### config.mk
export PLATFORM = sky130hd
export DESIGN_NAME = supply_guard
export DESIGN_NICKNAME = d
export VERILOG_FILES = /design/src/rtl/supv_pkg.sv /design/src/rtl/supv_limits.sv /design/src/rtl/supv_qual.sv /design/src/rtl/supv_arm.sv /design/src/rtl/supply_guard.sv
export SDC_FILE = /design/constraint.sdc
export NUM_CORES = 1
export LEC_CHECK = 0
export BUFFER_PORTS_ARGS = -buffer_cell sky130_fd_sc_hd__buf_2
export CAP_MARGIN = 20
export CORE_UTILIZATION = 40
export DETAILED_ROUTE_END_ITERATION = 16
export HOLD_SLACK_MARGIN = 0.12
export PLACE_DENSITY = 0.66
export SKIP_CTS_REPAIR_TIMING = 1
export SYNTH_ARGS = -nofsm -noshare
export SYNTH_HDL_FRONTEND = slang
export SYNTH_SLANG_ARGS = --single-unit
### constraint.sdc
create_clock -name clk -period 2.3 [get_ports clk]
set_clock_uncertainty 0.15 [all_clocks]
set_input_delay 0.23 -clock clk [delete_from_list [all_inputs] [get_ports clk]]
set_output_delay 0.23 -clock clk [all_outputs]
set_load 0.1 [all_outputs]
### src/rtl/supv_pkg.sv
// Shared types for the supply supervisor.
package supv_pkg;
    // Supervisor states; all but ST_NORM are protected.
    typedef enum logic [1:0] {
        ST_FIRST = 2'd0,  // first power-up, cell not yet armed
        ST_PROT  = 2'd1,  // protected, on external supply
        ST_NORM  = 2'd2,  // full read/write operation
        ST_BATT  = 2'd3   // retention on backup cell
    } supv_state_e;
endpackage

### src/rtl/supv_limits.sv
// Threshold selector: returns the release and trip levels of the chosen
// supply variant, each already offset by the hysteresis margin.
// Assumes the levels plus margin fit in MV_W bits.
module supv_limits #(
    parameter int MV_W       = 16,
    parameter int HI_REL_MV  = 4750,
    parameter int HI_TRIP_MV = 4500,
    parameter int LO_REL_MV  = 4500,
    parameter int LO_TRIP_MV = 4250,
    parameter int HYST_MV    = 50
) (
    input  logic            hi_var_i,
    output logic [MV_W-1:0] rel_mv_o,
    output logic [MV_W-1:0] trip_mv_o
);
    localparam logic [MV_W-1:0] HI_REL  = MV_W'(HI_REL_MV + HYST_MV);
    localparam logic [MV_W-1:0] HI_TRIP = MV_W'(HI_TRIP_MV + HYST_MV);
    localparam logic [MV_W-1:0] LO_REL  = MV_W'(LO_REL_MV + HYST_MV);
    localparam logic [MV_W-1:0] LO_TRIP = MV_W'(LO_TRIP_MV + HYST_MV);

    // Pick the level pair for the active variant.
    always_comb begin
        rel_mv_o  = hi_var_i ? HI_REL  : LO_REL;
        trip_mv_o = hi_var_i ? HI_TRIP : LO_TRIP;
    end
endmodule

### src/rtl/supv_qual.sv
// Release qualifier: counts consecutive good samples while run_i is high.
// done_o is high in the cycle whose sample completes the run of QUAL_N.
// Assumes QUAL_N >= 1.
module supv_qual #(
    parameter int QUAL_N = 4
) (
    input  logic clk,
    input  logic rst_n,
    input  logic run_i,
    input  logic ok_i,
    output logic done_o
);
    localparam int             CW   = $clog2(QUAL_N + 1);
    localparam logic [CW-1:0]  LAST = CW'(QUAL_N - 1);

    logic [CW-1:0] cnt;

    // Count good samples; any bad sample or leaving the state restarts.
    always_ff @(posedge clk) begin
        if (!rst_n || !run_i || !ok_i)
            cnt <= '0;
        else if (cnt != LAST)
            cnt <= cnt + 1'b1;
    end

    // Run completes when the last needed sample is good.
    always_comb done_o = run_i && ok_i && (cnt == LAST);

    a_r4_count_bounded: assert property (@(posedge clk) disable iff (!rst_n)
        cnt <= LAST);
    a_r4_restart: assert property (@(posedge clk) disable iff (!rst_n)
        (run_i && !ok_i) |=> (cnt == '0));
endmodule

### src/rtl/supv_arm.sv
// Backup-cell arm flag: a one-time latch set by the first sample above
// ARM_MV. Only por_n (synchronous, active low) clears it; the ordinary
// reset does not reach this module.
module supv_arm #(
    parameter int MV_W   = 16,
    parameter int ARM_MV = 4250
) (
    input  logic            clk,
    input  logic            por_n,
    input  logic [MV_W-1:0] mv_i,
    output logic            arm_hit_o,
    output logic            armed_o
);
    localparam logic [MV_W-1:0] ARM_LVL = MV_W'(ARM_MV);

    // Sample qualifies for arming.
    always_comb arm_hit_o = (mv_i > ARM_LVL);

    // Sticky arm flag in the power-on domain.
    always_ff @(posedge clk) begin
        if (!por_n)
            armed_o <= 1'b0;
        else if (arm_hit_o)
            armed_o <= 1'b1;
    end

    a_r9_arm_sticky: assert property (@(posedge clk) disable iff (!por_n)
        $past(armed_o) |-> armed_o);
    a_r8_arm_cause: assert property (@(posedge clk) disable iff (!por_n)
        $rose(armed_o) |-> $past(mv_i > ARM_LVL));
endmodule

### src/rtl/supply_guard.sv
// Supply-fail supervisor for a battery-backed memory. It takes one supply
// sample per clock and drives write-protect, output-float, input-ignore
// and battery-select flags from a registered state. Protection is entered
// without condition; release needs QUAL_N consecutive good samples.
// Assumes vdd_mv_i is already synchronous to clk. rst_n and por_n are
// synchronous and active low.
module supply_guard
    import supv_pkg::*;
#(
    parameter int MV_W       = 16,
    parameter int HI_REL_MV  = 4750,
    parameter int HI_TRIP_MV = 4500,
    parameter int LO_REL_MV  = 4500,
    parameter int LO_TRIP_MV = 4250,
    parameter int BAT_MV     = 3000,
    parameter int ARM_MV     = 4250,
    parameter int HYST_MV    = 50,
    parameter int QUAL_N     = 4
) (
    input  logic            clk,
    input  logic            rst_n,
    input  logic            por_n,
    input  logic [MV_W-1:0] vdd_mv_i,
    input  logic            hi_var_i,
    output logic            wp_o,
    output logic            hiz_o,
    output logic            in_ign_o,
    output logic            bat_sel_o
);
    localparam logic [MV_W-1:0] BAT_ON  = MV_W'(BAT_MV - HYST_MV);
    localparam logic [MV_W-1:0] BAT_OFF = MV_W'(BAT_MV + HYST_MV);
    localparam logic [MV_W-1:0] HI_TRIP_CHK = MV_W'(HI_TRIP_MV + HYST_MV);
    localparam logic [MV_W-1:0] LO_TRIP_CHK = MV_W'(LO_TRIP_MV + HYST_MV);

    supv_state_e     st, nxt;
    logic [MV_W-1:0] rel_mv, trip_mv;
    logic            rel_done, arm_hit, armed;

    supv_limits #(
        .MV_W(MV_W), .HI_REL_MV(HI_REL_MV), .HI_TRIP_MV(HI_TRIP_MV),
        .LO_REL_MV(LO_REL_MV), .LO_TRIP_MV(LO_TRIP_MV), .HYST_MV(HYST_MV)
    ) u_limits (
        .hi_var_i (hi_var_i),
        .rel_mv_o (rel_mv),
        .trip_mv_o(trip_mv)
    );

    supv_qual #(.QUAL_N(QUAL_N)) u_qual (
        .clk   (clk),
        .rst_n (rst_n),
        .run_i (st == ST_PROT),
        .ok_i  (vdd_mv_i >= rel_mv),
        .done_o(rel_done)
    );

    supv_arm #(.MV_W(MV_W), .ARM_MV(ARM_MV)) u_arm (
        .clk      (clk),
        .por_n    (por_n),
        .mv_i     (vdd_mv_i),
        .arm_hit_o(arm_hit),
        .armed_o  (armed)
    );

    // Next-state decision from the current sample.
    always_comb begin
        nxt = st;
        unique case (st)
            ST_FIRST: if (arm_hit) nxt = ST_PROT;
            ST_PROT: begin
                if (armed && (vdd_mv_i < BAT_ON)) nxt = ST_BATT;
                else if (rel_done)                nxt = ST_NORM;
            end
            ST_NORM:  if (vdd_mv_i < trip_mv)  nxt = ST_PROT;
            ST_BATT:  if (vdd_mv_i > BAT_OFF)  nxt = ST_PROT;
            default:  nxt = ST_PROT;
        endcase
    end

    // State register; reset lands in a protected state.
    always_ff @(posedge clk) begin
        if (!rst_n)
            st <= armed ? ST_PROT : ST_FIRST;
        else
            st <= nxt;
    end

    // Output flags decoded from the state register.
    always_comb begin
        wp_o      = (st != ST_NORM);
        hiz_o     = (st != ST_NORM);
        in_ign_o  = (st != ST_NORM);
        bat_sel_o = (st == ST_BATT);
    end

    a_r2_trip_hi: assert property (@(posedge clk) disable iff (!rst_n)
        (!wp_o && hi_var_i && (vdd_mv_i < HI_TRIP_CHK)) |=> wp_o);
    a_r3_trip_lo: assert property (@(posedge clk) disable iff (!rst_n)
        (!wp_o && !hi_var_i && (vdd_mv_i < LO_TRIP_CHK)) |=> wp_o);
    a_r4_release_good: assert property (@(posedge clk) disable iff (!rst_n)
        $fell(wp_o) |-> $past(vdd_mv_i >= rel_mv));
    a_r6_bat_entry: assert property (@(posedge clk) disable iff (!rst_n)
        $rose(bat_sel_o) |-> $past(vdd_mv_i < BAT_ON));
    a_r7_bat_exit: assert property (@(posedge clk) disable iff (!rst_n)
        (bat_sel_o && (vdd_mv_i > BAT_OFF)) |=> !bat_sel_o);
    a_r8_bat_needs_arm: assert property (@(posedge clk) disable iff (!rst_n)
        bat_sel_o |-> armed);
endmodule

==> results of run 1 <==
## cells by family (layout without fill, tap and decap cells)
kind of cell	count (synthesis)	in the layout	synth area share [%]
AND/OR/NAND/NOR	31	31	30.5
AO/OA/AOI/OAI	19	19	20.7
adder cells (fa/ha/maj)	9	9	17.6
buffers and inverters	9	35	6.45
flip-flops	6	6	21.9
XOR/XNOR	1	1	1.37
multiplexers	1	1	1.56
## layer usage
layer | vias to the layer above | GRT usage, % | wire length [um]
met5 | - | 0 | 0
met4 | 0 | 7.50 | 17
met3 | 2 | 5.17 | 55
met2 | 18 | 29.4 | 644
met1 | 305 | 21.0 | 635
li1 | 339 | - | -
## area by class of cell
class,count,area [um2],share of cell area [%]
clock buffer,4,26.3,3.30
inverter,7,26.3,3.30
multi-input combinational,61,459,57.6
sequential,6,140,17.6
tap,16,20.0,2.51
timing repair buffer,24,125,15.7
## synthesized netlist by cell type, types with 2 or more instances
cell type / instances
a211oi_2: 2
a21oi_1: 5
buf_4: 2
dfxtp_1: 4
edfxtp_1: 2
ha_1: 9
inv_1: 7
nand3_1: 5
nand3b_1: 2
nor2_1: 10
nor3_2: 2
o21a_1: 2
o21ai_0: 5
## power groups by stage
stage / registers, W / logic, W / clock network [W]
after floorplan: 0.000160 / 0.000292 / 0
after global placement: 0.000165 / 0.000338 / 0
after detailed placement: 0.000165 / 0.000339 / 0
after CTS: 0.000163 / 0.000341 / 0.000112
after global routing: 0.000169 / 0.000362 / 0.000122
final: 0.000164 / 0.000341 / 0.000108
## path summary, 6_finish.rpt
path	from	end
worst max-delay path	hi_var_i	st[0]
worst min-delay path	rst_n	st[0]
worst max register to register	st[1]	st[0]
worst min register to register	u_qual.cnt[2]	u_qual.cnt[2]
## metrics by stage
| step | utilization (%) | hold WS (ns) | setup WS, ns | power [W] |
|---|---|---|---|---|
| CTS | 52.2 | 0.0315 | 0.351 | 0.000616 |
| global placement | 50.5 | 0.285 | 0.111 | 0.000503 |
| detailed placement | 50.5 | 0.292 | 0.0790 | 0.000504 |
| finish | 52.9 | 0.189 | 0.339 | 0.000612 |
| global route | 52.9 | 0.194 | 0.270 | 0.000653 |
| floorplan | - | 0.197 | 0.308 | 0.000452 |
## registers in the layout, summed over array words and instances, names as in the netlist
name / flops
u_qual.cnt: 3
st: 2
u_arm.armed_o: 1
## tightest hold or removal path, stage by stage
cell    delay [ns]
buf_2         0.11
nor2_1        0.05
nor2_1        0.08
==> impl_metrics.json, run 1 <==
{
  "antenna_found_initial": 0,
  "yosys_warnings": 0,
  "cellLeakagePower_nw": 0.372,
  "synth_seq_area_share_pct": 21.9,
  "cap_violations": 0,
  "cts_tree": "done",
  "period_needed_ns": 1.96,
  "finalMaxSlewViolations": 0,
  "fp-row-count": 14,
  "antenna_cells": 0,
  "p_sw_w": 0.000322,
  "drive_gt1_share_pct": 31.4,
  "final_cells": 118,
  "port_buffers": 23,
  "sw_frac_of_total_pct": 52.6,
  "powerDensity_mw_per_mm2": 768,
  "setup_viol": 0,
  "grt_use_total_pct": 17.6,
  "clkPwrFrac_pct": 17.6,
  "placedCellCount": 113,
  "synth_fp_nets": 105,
  "cts_buffers": 3,
  "grt_pass1_wl_um": 2370,
  "cp_top_family": "simple AND/OR/NAND/NOR gates",
  "final_area_um2": 797,
  "synth_edf_count": 2,
  "slowest_delay_ns": 0.49,
  "grt_pass1_vias": 612,
  "wl_per_cell_um": 11.5,
  "status": "complete, no violations",
  "cts-root-buf": "clkbuf_4",
  "place_area_um2": 761,
  "cts.htree.levels": 1,
  "ant_nets": 0,
  "die_height_um": 42.0,
  "clock_latency_ns": 0.25,
  "grt_overflow": 0,
  "areaGrowthSynthToFinish_pct": 24.4,
  "clk_pin_slew_worst_paths_ns": 0.05,
  "vias": 664,
  "ys_types": 32,
  "r2r_slack_ns": 0.59,
  "syn_avg_cell_area_um2": 8.43,
  "holdPathStages": 3,
  "cp.required_ns": 2.09,
  "grt_max_degree": 7,
  "start_kind": "input port",
  "worst_setup_path_end_kind": "flop",
  "drc": 0,
  "start_util_pct": 42.5,
  "synthCells": 76,
  "cp.depth": 8,
  "netlist_top_cells_area": "ha_1 (18%), dfxtp_1 (13%), edfxtp_1 (9.4%), nor2_1 (5.9%), inv_1 (4.1%)",
  "pwr-share-comb_pct": 55.7,
  "finalCritPeriodShare_pct": 85.2,
  "dieArea_mm2": 0.00177,
  "final_cell_mix": "buf_2 (23), nor2_1 (10), ha_1 (9)",
  "layout_commonest_cell": "buf_2",
  "crit_buf_inv": 2,
  "fillers": 140,
  "critical_path_class": "in -> reg",
  "dp_hpwl_um": 1130,
  "path_max_fanout": 5,
  "r2r_cells": 3,
  "io_pins": 24,
  "gp_congestion": 0.800,
  "seq_power_share_pct": 26.7,
  "cp_cell_sequence": "buf_2, inv_1, ha_1, nand3_1, a21oi_1, or4b_1, o311a_1, a211oi_2",
  "slew_headroom_pct": 68.0,
  "yosysTopAreaCell": "ha_1",
  "slowest_stage": "or4b_1",
  "tightest_slew_ns": 0.484,
  "intPower_w": 0.000290,
  "detail_route.first_pass.iterations": 3,
  "vdd_drop_max_mv": 0.469,
  "rsz0062_at_grt": "false",
  "netlist.area_leader.share_pct": 17.6,
  "hold_class": "in -> reg",
  "synth_seq_cells": 6,
  "fp.dieW_um": 42.0,
  "core_mm2": 0.00151,
  "nets": 132,
  "clock.fmax_mhz": 510,
  "netlist_area_um2": 641,
  "clockBufferDepth": 2,
  "synthArstFlopShare_pct": 0,
  "cts.sinks": 6,
  "synth_flop_cell": "dfxtp_1",
  "vias_per_cell": 5.63,
  "final.setup.tns_ns": 0,
  "arrival_ns": 1.75,
  "hold_violations": 0,
  "drt_iter0_drc": 5,
  "wl_um": 1350
}
Power figures use the tool's default switching activity.
==> inputs of run 2 (changes only) <==
- clock period: 2.3 -> 1.9 ns (I/O delays scaled with it)
==> run 2 against run 1 <==
  * Power grew 32%
  * Wire length increased by 19%
  * Hold slack worse by 0.070 ns
  * Die area is the same
  * Utilization up 8.1 points
  * Clock power rose by 28%
  * Critical path depth unchanged
  * Largest cell class unchanged
  * Highest routed layer unchanged
==> impl_metrics.json, run 2 (same netlist as run 1, synthesis figures left out) <==
{
  "status": "complete, no violations",
  "pre_cts_slack_ns": -0.227,
  "setup_viol": 0,
  "largest_reg_flops": 3,
  "worst_setup_path_end_kind": "flop",
  "p_total_w": 0.000807,
  "start_kind": "input port",
  "cts-root-buf": "clkbuf_4",
  "cp.required_ns": 1.70,
  "final_cell_mix": "buf_2 (22), buf_4 (13), nor2_1 (10)",
  "gp_congestion": 0.842,
  "die_height_um": 42.0,
  "final_area_um2": 920,
  "path_max_fanout": 5,
  "final_cells": 130,
  "fillers": 131,
  "dp_hpwl_um": 1310,
  "grt_pass1_vias": 639,
  "vias_per_cell": 5.43,
  "core_mm2": 0.00151,
  "grt_overflow": 0,
  "hold_violations": 0,
  "ant_nets": 0,
  "tightest_slew_ns": 0.485,
  "arrival_ns": 1.63,
  "drive_gt1_share_pct": 43.9,
  "r2r_cells": 3,
  "port_buffers": 23,
  "grt_pass1_wl_um": 2500,
  "nets": 144,
  "hold_class": "in -> reg",
  "fp.dieW_um": 42.0,
  "cellLeakagePower_nw": 0.430,
  "fin_ws_ns": 0.0685,
  "wl_per_cell_um": 12.4,
  "regMostFlops": "u_qual.cnt",
  "grt_max_degree": 7,
  "cap_violations": 0,
  "vdd_drop_max_mv": 0.526,
  "cts_tree": "done",
  "holdPathStages": 3,
  "start_util_pct": 42.5,
  "cts.sinks": 6,
  "rsz0062_at_grt": "false",
  "areaGrowthSynthToFinish_pct": 43.6,
  "clock.fmax_mhz": 546,
  "drc": 0,
  "detail_route.first_pass.iterations": 4,
  "clock_latency_ns": 0.26,
  "critical_path_class": "in -> reg",
  "clk_pin_slew_worst_paths_ns": 0.06,
  "slew_headroom_pct": 67.9,
  "finalCritPeriodShare_pct": 96.4,
  "period_needed_ns": 1.83,
  "placedCellCount": 125,
  "cts.htree.levels": 1,
  "cts_buffers": 3,
  "vias": 706,
  "clockBufferDepth": 2,
  "layout_commonest_cell": "buf_2",
  "reg.largest.list": "u_qual.cnt (3), st (2), u_arm.armed_o (1)",
  "io_pins": 24,
  "dieArea_mm2": 0.00177,
  "wl_um": 1620,
  "finalMaxSlewViolations": 0,
  "fp-row-count": 14,
  "grt_use_total_pct": 18.6,
  "antenna_cells": 0,
  "antenna_found_initial": 0,
  "powerDensity_mw_per_mm2": 878,
  "place_area_um2": 855,
  "drt_iter0_drc": 21
}
==> run 2: critical path, cell delays in order <==
cell	delay (ns)
buf_4	0.14
inv_2	0.07
ha_4	0.20
nand3_1	0.07
a21oi_1	0.04
or4b_1	0.51
o311a_1	0.14
a211oi_2	0.27
==> run 2: where the power goes <==
group / internal (W) / total [W] / switching [W]
sequential: 0.000172 / 0.000193 / 0.0000210
combinational: 0.000139 / 0.000476 / 0.000338
clock: 0.0000803 / 0.000138 / 0.0000575
==> run 2: stage by stage <==
stage	setup TNS, ns	utilization (%)	hold WS, ns
2_1_floorplan	0	-	0.157
3_3_place_gp	-0.387	56.7	0.243
3_5_place_dp	-0.461	56.7	0.248
4_1_cts	0	58.5	-0.0274
5_1_grt	0	61.0	0.138
6_report	0	61.0	0.118
==> run 2: cell type report <==
type	count	area, um2	share of cell area [%]
inverters	7	26.3	2.86
multi-input cells	61	489	53.2
flip-flops and latches	6	140	15.2
clock buffers	4	26.3	2.86
repair buffers	36	218	23.7
well taps	16	20.0	2.18
==> run 2: final timing paths <==
| path | end | slack (ns) | start |
|---|---|---|---|
| worst max-delay path | st[1] | 0.07 | hi_var_i |
| worst min-delay path | st[0] | 0.12 | rst_n |
| worst min register to register | u_qual.cnt[2] | 0.34 | u_qual.cnt[2] |
| worst max register to register | st[1] | 0.23 | st[1] |
==> run 2: metal layers <==
layer | up-vias | global-route usage [%] | part of all wire (%)
li1 | 358 | - | -
met1 | 321 | 23.2 | 47
met3 | 3 | 8.62 | 8.4
met2 | 24 | 29.4 | 44
met4 | 0 | 4.38 | 0.56
met5 | - | 0 | 0
